==> src/rtl/mfp_pkg.sv <==
package mfp_pkg;

  localparam int NUM_PINS = 11;
  localparam int ROLE_W   = 4;
  localparam int ROUTE_W  = 3;

  // role codes held per pin
  localparam logic [ROLE_W-1:0] ROLE_GPIN   = 4'h0;
  localparam logic [ROLE_W-1:0] ROLE_GPOUT  = 4'h1;
  localparam logic [ROLE_W-1:0] ROLE_ANALOG = 4'h2;
  localparam logic [ROLE_W-1:0] ROLE_ADC    = 4'h3;
  localparam logic [ROLE_W-1:0] ROLE_SIM    = 4'h8;
  localparam logic [ROLE_W-1:0] ROLE_USB3   = 4'h9;
  localparam logic [ROLE_W-1:0] ROLE_USB5   = 4'hA;

  // group membership masks, bit k = pin k
  localparam logic [NUM_PINS-1:0] SIM_MASK  = 11'b000_0011_1111;
  localparam logic [NUM_PINS-1:0] USB3_MASK = 11'b001_1100_0000;
  localparam logic [NUM_PINS-1:0] USB5_MASK = 11'b011_1100_0000;
  localparam int                  SUSP_PIN  = 10;

  typedef enum logic [ROUTE_W-1:0] {
    ROUTE_GPIN   = 3'd0,
    ROUTE_GPOUT  = 3'd1,
    ROUTE_ANALOG = 3'd2,
    ROUTE_ADC    = 3'd3,
    ROUTE_LINK   = 3'd4,
    ROUTE_PARKED = 3'd5
  } route_e;

  // strobes from control to datapath
  typedef struct packed {
    logic [NUM_PINS-1:0] pinWe;
    logic [ROLE_W-1:0]   role;
  } cfg_strobe_t;

endpackage

==> src/rtl/mfp_ctrl.sv <==
module mfp_ctrl
  import mfp_pkg::*;
#(
  parameter int ADDR_W    = 8,
  parameter int ADDR_BASE = 'h19
) (
  input  logic              wrEn,
  input  logic [ADDR_W-1:0] wrAddr,
  input  logic [ROLE_W-1:0] wrData,
  output cfg_strobe_t       stb
);

  logic [NUM_PINS-1:0] hit;

  for (genvar k = 0; k < NUM_PINS; k++) begin : g_dec
    localparam logic [ADDR_W-1:0] PIN_ADDR = ADDR_W'(ADDR_BASE + k);
    assign hit[k] = (wrAddr == PIN_ADDR);
  end

  always_comb begin
    stb.pinWe = wrEn ? hit : '0;
    stb.role  = wrData;
  end

endmodule

==> src/rtl/mfp_datapath.sv <==
module mfp_datapath
  import mfp_pkg::*;
(
  input  logic                        clk,
  input  logic                        rstN,
  input  cfg_strobe_t                 stb,
  input  logic                        simShutdown,
  input  logic                        usbShutdown,
  output logic [NUM_PINS*ROLE_W-1:0]  pinCfg,
  output logic [NUM_PINS*ROUTE_W-1:0] pinRoute,
  output logic                        simConnect,
  output logic                        usb3Connect,
  output logic                        usb5Connect,
  output logic                        usbSuspLinked,
  output logic                        simActive,
  output logic                        usbActive
);

  logic [ROLE_W-1:0]   cfgQ [NUM_PINS];
  logic [NUM_PINS-1:0] isSim, isUsb3, isUsb5;
  route_e              route [NUM_PINS];

  for (genvar k = 0; k < NUM_PINS; k++) begin : g_pin
    always_ff @(posedge clk or negedge rstN) begin
      if (!rstN)              cfgQ[k] <= ROLE_GPIN;
      else if (stb.pinWe[k])  cfgQ[k] <= stb.role;
    end

    assign isSim[k]  = (cfgQ[k] == ROLE_SIM);
    assign isUsb3[k] = (cfgQ[k] == ROLE_USB3);
    assign isUsb5[k] = (cfgQ[k] == ROLE_USB5);

    always_comb begin
      if (!cfgQ[k][ROLE_W-1]) begin
        unique case (cfgQ[k][1:0])
          2'd0:    route[k] = ROUTE_GPIN;
          2'd1:    route[k] = (cfgQ[k][2]) ? ROUTE_GPIN : ROUTE_GPOUT;
          2'd2:    route[k] = (cfgQ[k][2]) ? ROUTE_GPIN : ROUTE_ANALOG;
          default: route[k] = (cfgQ[k][2]) ? ROUTE_GPIN : ROUTE_ADC;
        endcase
      end else if ((isSim[k] && SIM_MASK[k] && simConnect) ||
                   (isUsb3[k] && USB3_MASK[k] && usb3Connect) ||
                   (isUsb5[k] && USB5_MASK[k] && usb5Connect) ||
                   (isUsb5[k] && (k == SUSP_PIN) && usbSuspLinked)) begin
        route[k] = ROUTE_LINK;
      end else begin
        route[k] = ROUTE_PARKED;
      end
    end

    assign pinCfg[k*ROLE_W +: ROLE_W]     = cfgQ[k];
    assign pinRoute[k*ROUTE_W +: ROUTE_W] = route[k];

    // attached group pins report the attached route
    if (SIM_MASK[k]) begin : g_simchk
      a_r8_sim_pin_linked: assert property (@(posedge clk) disable iff (!rstN)
        simConnect |-> pinRoute[k*ROUTE_W +: ROUTE_W] == ROUTE_LINK);
    end
  end

  // all pins of a group must match its role
  assign simConnect    = &(isSim  | ~SIM_MASK);
  assign usb3Connect   = &(isUsb3 | ~USB3_MASK);
  assign usb5Connect   = &(isUsb5 | ~USB5_MASK);
  assign usbSuspLinked = usb5Connect & isUsb5[SUSP_PIN];

  assign simActive = simConnect & ~simShutdown;
  assign usbActive = (usb3Connect | usb5Connect) & ~usbShutdown;

  a_r9_sim_active_needs_link: assert property (@(posedge clk) disable iff (!rstN)
    simActive |-> (simConnect && !simShutdown));
  a_r9_usb_shutdown_off: assert property (@(posedge clk) disable iff (!rstN)
    usbShutdown |-> !usbActive);
  a_r7_susp_needs_wide: assert property (@(posedge clk) disable iff (!rstN)
    usbSuspLinked |-> usb5Connect);
  a_r5_sim_only_by_write: assert property (@(posedge clk) disable iff (!rstN)
    !$past(|stb.pinWe) |-> $stable(simConnect));

endmodule

==> src/rtl/mfp_pin_mux.sv <==
module mfp_pin_mux
  import mfp_pkg::*;
#(
  parameter int ADDR_W    = 8,
  parameter int ADDR_BASE = 'h19
) (
  input  logic                        clk,
  input  logic                        rstN,
  input  logic                        wrEn,
  input  logic [ADDR_W-1:0]           wrAddr,
  input  logic [ROLE_W-1:0]           wrData,
  input  logic                        simShutdown,
  input  logic                        usbShutdown,
  output logic [NUM_PINS*ROLE_W-1:0]  pinCfg,
  output logic [NUM_PINS*ROUTE_W-1:0] pinRoute,
  output logic                        simConnect,
  output logic                        usb3Connect,
  output logic                        usb5Connect,
  output logic                        usbSuspLinked,
  output logic                        simActive,
  output logic                        usbActive
);

  cfg_strobe_t stb;

  mfp_ctrl #(.ADDR_W(ADDR_W), .ADDR_BASE(ADDR_BASE)) i_ctrl (
    .wrEn   (wrEn),
    .wrAddr (wrAddr),
    .wrData (wrData),
    .stb    (stb)
  );

  mfp_datapath i_dp (
    .clk           (clk),
    .rstN          (rstN),
    .stb           (stb),
    .simShutdown   (simShutdown),
    .usbShutdown   (usbShutdown),
    .pinCfg        (pinCfg),
    .pinRoute      (pinRoute),
    .simConnect    (simConnect),
    .usb3Connect   (usb3Connect),
    .usb5Connect   (usb5Connect),
    .usbSuspLinked (usbSuspLinked),
    .simActive     (simActive),
    .usbActive     (usbActive)
  );

  for (genvar k = 0; k < NUM_PINS; k++) begin : g_wrchk
    localparam logic [ADDR_W-1:0] PIN_ADDR = ADDR_W'(ADDR_BASE + k);
    a_r2_write_lands: assert property (@(posedge clk) disable iff (!rstN)
      (wrEn && wrAddr == PIN_ADDR) |=> pinCfg[k*ROLE_W +: ROLE_W] == $past(wrData));
  end

  a_r3_idle_hold: assert property (@(posedge clk) disable iff (!rstN)
    !wrEn |=> $stable(pinCfg));

endmodule

==> config.mk <==
export PLATFORM = sky130hd
export DESIGN_NAME = mfp_pin_mux
export DESIGN_NICKNAME = d
export VERILOG_FILES = /design/src/rtl/mfp_pkg.sv /design/src/rtl/mfp_ctrl.sv /design/src/rtl/mfp_datapath.sv /design/src/rtl/mfp_pin_mux.sv
export SDC_FILE = /design/constraint.sdc
export NUM_CORES = 1
export LEC_CHECK = 0
export BUFFER_PORTS_ARGS = -buffer_cell sky130_fd_sc_hd__buf_2
export CORE_MARGIN = 2
export CORE_UTILIZATION = 44
export CTS_CLUSTER_DIAMETER = 200
export DETAILED_ROUTE_END_ITERATION = 8
export HOLD_SLACK_MARGIN = 0.06
export PLACE_DENSITY = 0.85
export REMOVE_ABC_BUFFERS = 1
export SETUP_SLACK_MARGIN = 0.2
export SYNTH_ARGS = -nofsm -noshare
export SYNTH_HDL_FRONTEND = slang
export SYNTH_HIERARCHICAL = 1
export SYNTH_SLANG_ARGS = --single-unit
==> constraint.sdc <==
create_clock -name clk -period 4.1 [get_ports clk]
set_input_delay 0 -clock clk [delete_from_list [all_inputs] [get_ports clk]]
set_output_delay 0 -clock clk [all_outputs]
set_load 0.01 [all_outputs]
==> reports/metrics.cfg, run 1 <==
[status]
status = completed

[sta]
final-max-slew-violation-count = 0
finalClockSkew_ps = 0
setup_ws_ps = 2020
final.min_clock_period_ps = 2080
fmax_mhz = 480
timing.hold.ws_ps = 73.4
tightest_slew_ps = 956
fin_tns_setup_ps = 0
final.period_utilization_pct = 50.9
finalHoldViolCount = 0
slew-limit-headroom_pct = 36.3
setup_viol = 0
rsz0062_at_grt = no

[grt]
antenna_found_initial = 0
gr-usage-all-layers_pct = 19.9
grt_pass1_wl_um = 9280
grt_pass1_vias = 1841
grt_start_max_net_pins = 45
grt-ovfl-total = 0

[cts]
cts_buffers = 5
hold_buffers = 2
postCtsSetupBuffers = 0
insertion_delay_ps = 300
tritoncts = yes
cts_sinks = 44
cts_root_buf = clkbuf_8
clk_pin_slew_worst_paths_ps = 80
cts_resized = 0
clk_path_buf_depth = 2
htreeDepth = 2

[logic_synthesis]
synthArstFlopShare_pct = 100
ys.flop_type = dfrtp_1
seq_area_frac_synth_pct = 47.0
synth_edf_count = 0
synth-seq-cells = 44
synth_cells = 216
syn-cell-area_sq_mm = 0.00234
yosys_warnings = 6
syn_area_per_cell_sq_um = 10.8
ys_types = 35

[finish]
layout-drive-gt1-share_pct = 48.7
nets = 320
synthToLayoutAreaGrowth_pct = 23.9
antenna_cells = 0
largest_reg_flops = 44
instances_no_fill = 374

[critical_path]
critPathLaunchType = register
cp.required_ps = 4100
cp_top_family = simple AND/OR/NAND/NOR gates
end_kind = output pin
path_depth = 4
critPathSlowestCell = or4_4
reg2reg_depth = 1
critical_path.max_fanout = 8
crit_buf_inv = 1
path_class = reg2out
critical_path_arrival_ps = 2080
cpPeakStageDelay_ps = 560
crit_path_cell_trace = or4_4, nor4_4, and3b_1, buf_2

[placement]
post-dp-hpwl_um = 4280
preCtsSetupSlack_ps = 2220
place.gp.congestion = 0.832
io_buffer_count = 99
place_inst = 364

[routing]
drc = 0
viasPerCell = 5.34
drt_iter0_drc = 49
routedWlPerCell_um = 15.5
wl_um = 5790
firstDrtPassIters = 4
drtAntennaViolNets = 0
dr_total_vias = 1999

[floorplan]
fp.dieH_um = 76.9
core_area_sq_mm = 0.00511
die_w_um = 76.9
initial_core_util_pct = 45.8
rows = 26
die_area_sq_mm = 0.00592
ioPinCount = 100

[min_path]
worstHoldPathType = in2reg
min_path_cells = 3

[power]
power.leakage_uw = 0.00151
ir_drop_uv = 144
powerDensity_mw_per_mm2 = 314
finalPower_uw = 911

[flow_run]
drv_cap = 0

[Yosys cell counts, types with 3 or more instances]
cell type,instances,area (sq um)
dfrtp_1,44,1100
mux2_2,33,372
buf_4,15,113
o21ai_0,15,75.1
a21oi_1,12,60.1
inv_1,12,45.0
nand2_1,12,45.0
nor3_1,10,50.1
nor3b_1,10,75.1
a31oi_1,6,37.5
clkbuf_1,5,18.8
nor4b_1,5,43.8
nor2_1,4,15.0
nand4bb_1,3,33.8
nor2b_1,3,18.8
[metrics by stage]
| stage | utilization, % | instance area, sq um |
|---|---|---|
| 3_3_place_gp | 54.6 | 2790 |
| 3_5_place_dp | 54.6 | 2790 |
| 5_1_grt | 56.8 | 2900 |
| 2_1_floorplan | - | 2200 |
| 6_report | 56.8 | 2900 |
| 4_1_cts | 56.8 | 2900 |
[report_power, final]
part / leakage, uW / switching [uW] / internal [uW]
clock: 0.0000510 / 147 / 134
sequential: 0.000557 / 30.4 / 458
combinational: 0.000898 / 79.3 / 62.4
[worst paths after layout]
path                                   end            start  slack (ps)
setup / recovery                 simActive   i_dp/pinCfg[0]        2020
hold / removal             i_dp/pinCfg[18]        wrData[2]          70
setup reg to reg           i_dp/pinCfg[24]  i_dp/pinCfg[24]        3250
hold reg to reg            i_dp/pinCfg[37]  i_dp/pinCfg[37]         540
max in group asynchronous   i_dp/pinCfg[3]             rstN        3120
min in group asynchronous  i_dp/pinCfg[25]             rstN         390
[cells in the final DEF, fill, tap and decap left out, drive strengths merged, types with 3 or more instances in the layout]
master    n
buf      99
o21ai    15
clkbuf    6
nor3b    10
nand2    12
nor2b     3
nand4bb   3
nor2      4
a31oi     6
nor3     11
dfrtp    44
mux2     33
a21oi    12
nor4b     5
inv      12
[cells by family after synthesis]
group,count (synthesis),share of synthesized area (%)
AOI/OAI and AO/OA,36,8.45
buffers and inverters,33,7.75
DFF,44,47.0
muxes,33,15.9
and+or+nand+nor,70,20.9
[metal layers]
metal  part of all wire [%]  vias up  track usage (%)
met3                    6.0        5             4.71
met5                      0        -                0
met1                     44      970             25.4
met4                   0.95        0             5.82
li1                       -      944                -
met2                     49       80             33.5
[tightest hold or removal path: stages]
cell,delay [ps]
buf_2,190
nand2_1,80
o21ai_0,70
[layout make-up]
cell class              instances  area, sq um
fillers                       463         2210
flip-flops and latches         44         1100
multi-input cells             139         1060
repair buffers                101          515
well taps                      70         87.6
clock buffers                   6         82.6
inverters                      12         45.0
clock inverters                 2         10.0
No activity file was read; power rests on OpenSTA's default activity.
==> run 2, diff against run 1 <==
==> constraint.sdc (replaced) <==
create_clock -name clk -period 2 [get_ports clk]
set_input_delay 0 -clock clk [delete_from_list [all_inputs] [get_ports clk]]
set_output_delay 0 -clock clk [all_outputs]
set_load 0.01 [all_outputs]
==> run 2 against run 1 <==
Compared with the run above: clock skew did not move; critical path depth up 2; sequential power grew 100%; die area is the same; power is 120% higher; via count increased by 4.1%; cell area is 9.6% higher; utilization rose by 5.4 points.
==> reports/metrics.cfg, run 2 (synthesis gave the netlist of run 1 again) <==
[critical_path]
cp.required_ps = 2000
reg2reg_depth = 2
critical_path.max_fanout = 4
critPathLaunchType = register
end_kind = output pin
path_class = reg2out
critical_path_arrival_ps = 1910

[floorplan]
die_w_um = 76.9
fp.dieH_um = 76.9
core_area_sq_mm = 0.00511
rows = 26
initial_core_util_pct = 45.8
ioPinCount = 100
die_area_sq_mm = 0.00592

[routing]
firstDrtPassIters = 4
drt_iter0_drc = 122
wl_um = 6320
routedWlPerCell_um = 16.1
dr_total_vias = 2081
drc = 0
drtAntennaViolNets = 0
viasPerCell = 5.28

[power]
switching_power_uw = 535
clock_power_share_pct = 33.2
finalPower_uw = 2000
pwr-share-comb_pct = 16.7
powerDensity_mw_per_mm2 = 629
pwr-share-seq_pct = 50.1
ir_drop_uv = 407
p_int_uw = 1460
swShare_pct = 26.8
power.leakage_uw = 0.00164

[grt]
grt_pass1_vias = 2019
grt-ovfl-total = 0
grt_pass1_wl_um = 10000
antenna_found_initial = 0
gr-usage-all-layers_pct = 21.3
grt_start_max_net_pins = 45

[cts]
clk_path_buf_depth = 2
cts_root_buf = clkbuf_8
clk_pin_slew_worst_paths_ps = 80
cts_sinks = 44
cts_buffers = 5
tritoncts = yes
htreeDepth = 2
insertion_delay_ps = 280

[finish]
largest_reg_flops = 44
nets = 340
synthToLayoutAreaGrowth_pct = 35.8
final_area_sq_mm = 0.00318
antenna_cells = 0
final_cell_mix = buf_2, dfrtp_1, mux2_2, buf_4
layout-drive-gt1-share_pct = 55.6
final_common_cell = buf_2

[sta]
final.min_clock_period_ps = 1910
slew-limit-headroom_pct = 56.7
finalClockSkew_ps = 0
rsz0062_at_grt = yes
final.period_utilization_pct = 95.5
setup_viol = 0
final-max-slew-violation-count = 0
fin_tns_setup_ps = 0
finalHoldViolCount = 0
tightest_slew_ps = 645
fmax_mhz = 524
setup_ws_ps = 89.9

[placement]
io_buffer_count = 99
post-dp-hpwl_um = 4320
preCtsSetupSlack_ps = 302
place.gp.congestion = 0.786
placed_area_sq_mm = 0.00286

[status]
status = completed

[flow_run]
drv_cap = 0

[min_path]
worstHoldPathType = in2reg
min_path_cells = 3

## run 2: cell types whose count changed in the layout (fill, tap and decap cells not counted), moves of 2 or more
cell,delta
o21ai_0,-4
or2_4,+2
nor4b_2,+3
buf_2,-2
buf_6,+4
or2_2,-2
buf_4,+19
a31oi_4,+2
o21ai_2,+2
nor4b_1,-3
a31oi_1,-2
o21ai_1,+2
and4_1,-2
## run 2: cell type report
| class | instances | area [sq um] |
|---|---|---|
| fill | 444 | 1930 |
| clock buffer | 6 | 72.6 |
| tap | 70 | 87.6 |
| timing repair buffer | 121 | 683 |
| clock inverter | 2 | 35.0 |
| sequential | 44 | 1100 |
| inverter | 12 | 45.0 |
| multi-input combinational | 139 | 1150 |
## run 2: layer usage
metal	track usage (%)	up-vias	part of all wire, %
met2	38.4	80	51
met3	4.12	2	5.4
met4	4.55	0	0.27
met5	0	-	0
met1	26.4	1008	43
li1	-	991	-
## run 2: worst paths after layout
kind	start	to	slack [ps]
setup / recovery	i_dp/pinCfg[5]	pinRoute[0]	90
hold / removal	wrData[3]	i_dp/pinCfg[31]	80
setup reg to reg	i_dp/pinCfg[25]	i_dp/pinCfg[25]	1070
hold reg to reg	i_dp/pinCfg[37]	i_dp/pinCfg[37]	550
max in group asynchronous	rstN	i_dp/pinCfg[7]	1300
min in group asynchronous	rstN	i_dp/pinCfg[36]	310
## run 2: power groups by stage
| stage | clock [uW] | sequential [uW] | combinational (uW) |
|---|---|---|---|
| 6_report | 663 | 1000 | 334 |
| 5_1_grt | 715 | 1010 | 362 |
| 4_1_cts | 676 | 995 | 315 |
| 3_5_place_dp | 0 | 1020 | 294 |
| 3_3_place_gp | 0 | 1010 | 286 |
| 2_1_floorplan | 0 | 1040 | 112 |
## run 2: per-stage QoR
step / instances / util [%] / hold WS [ps]
2_1_floorplan: 195 / - / -296
3_3_place_gp: 374 / 56.1 / 108
3_5_place_dp: 374 / 56.1 / 117
4_1_cts: 392 / 60.4 / 61.3
5_1_grt: 394 / 62.2 / 77.2
6_report: 394 / 62.2 / 76.9
## run 2: worst max-delay path, cell delays in order, from the launching register on
cell     delay, ps
dfrtp_1        400
or4_4          530
nor4_4         200
buf_4          170
buf_4          100
a21oi_1         70
buf_2          150
## run 2: repair_timing
| action | in CTS | in global routing |
|---|---|---|
| resized for setup | 8 | 17 |
| endpoints found under the setup margin | 10 | 15 |
| hold buffers | 1 | 0 |
| buffers inserted | 9 | 2 |
| hold endpoints to repair | 44 | 0 |
| pin swaps | 5 | 5 |
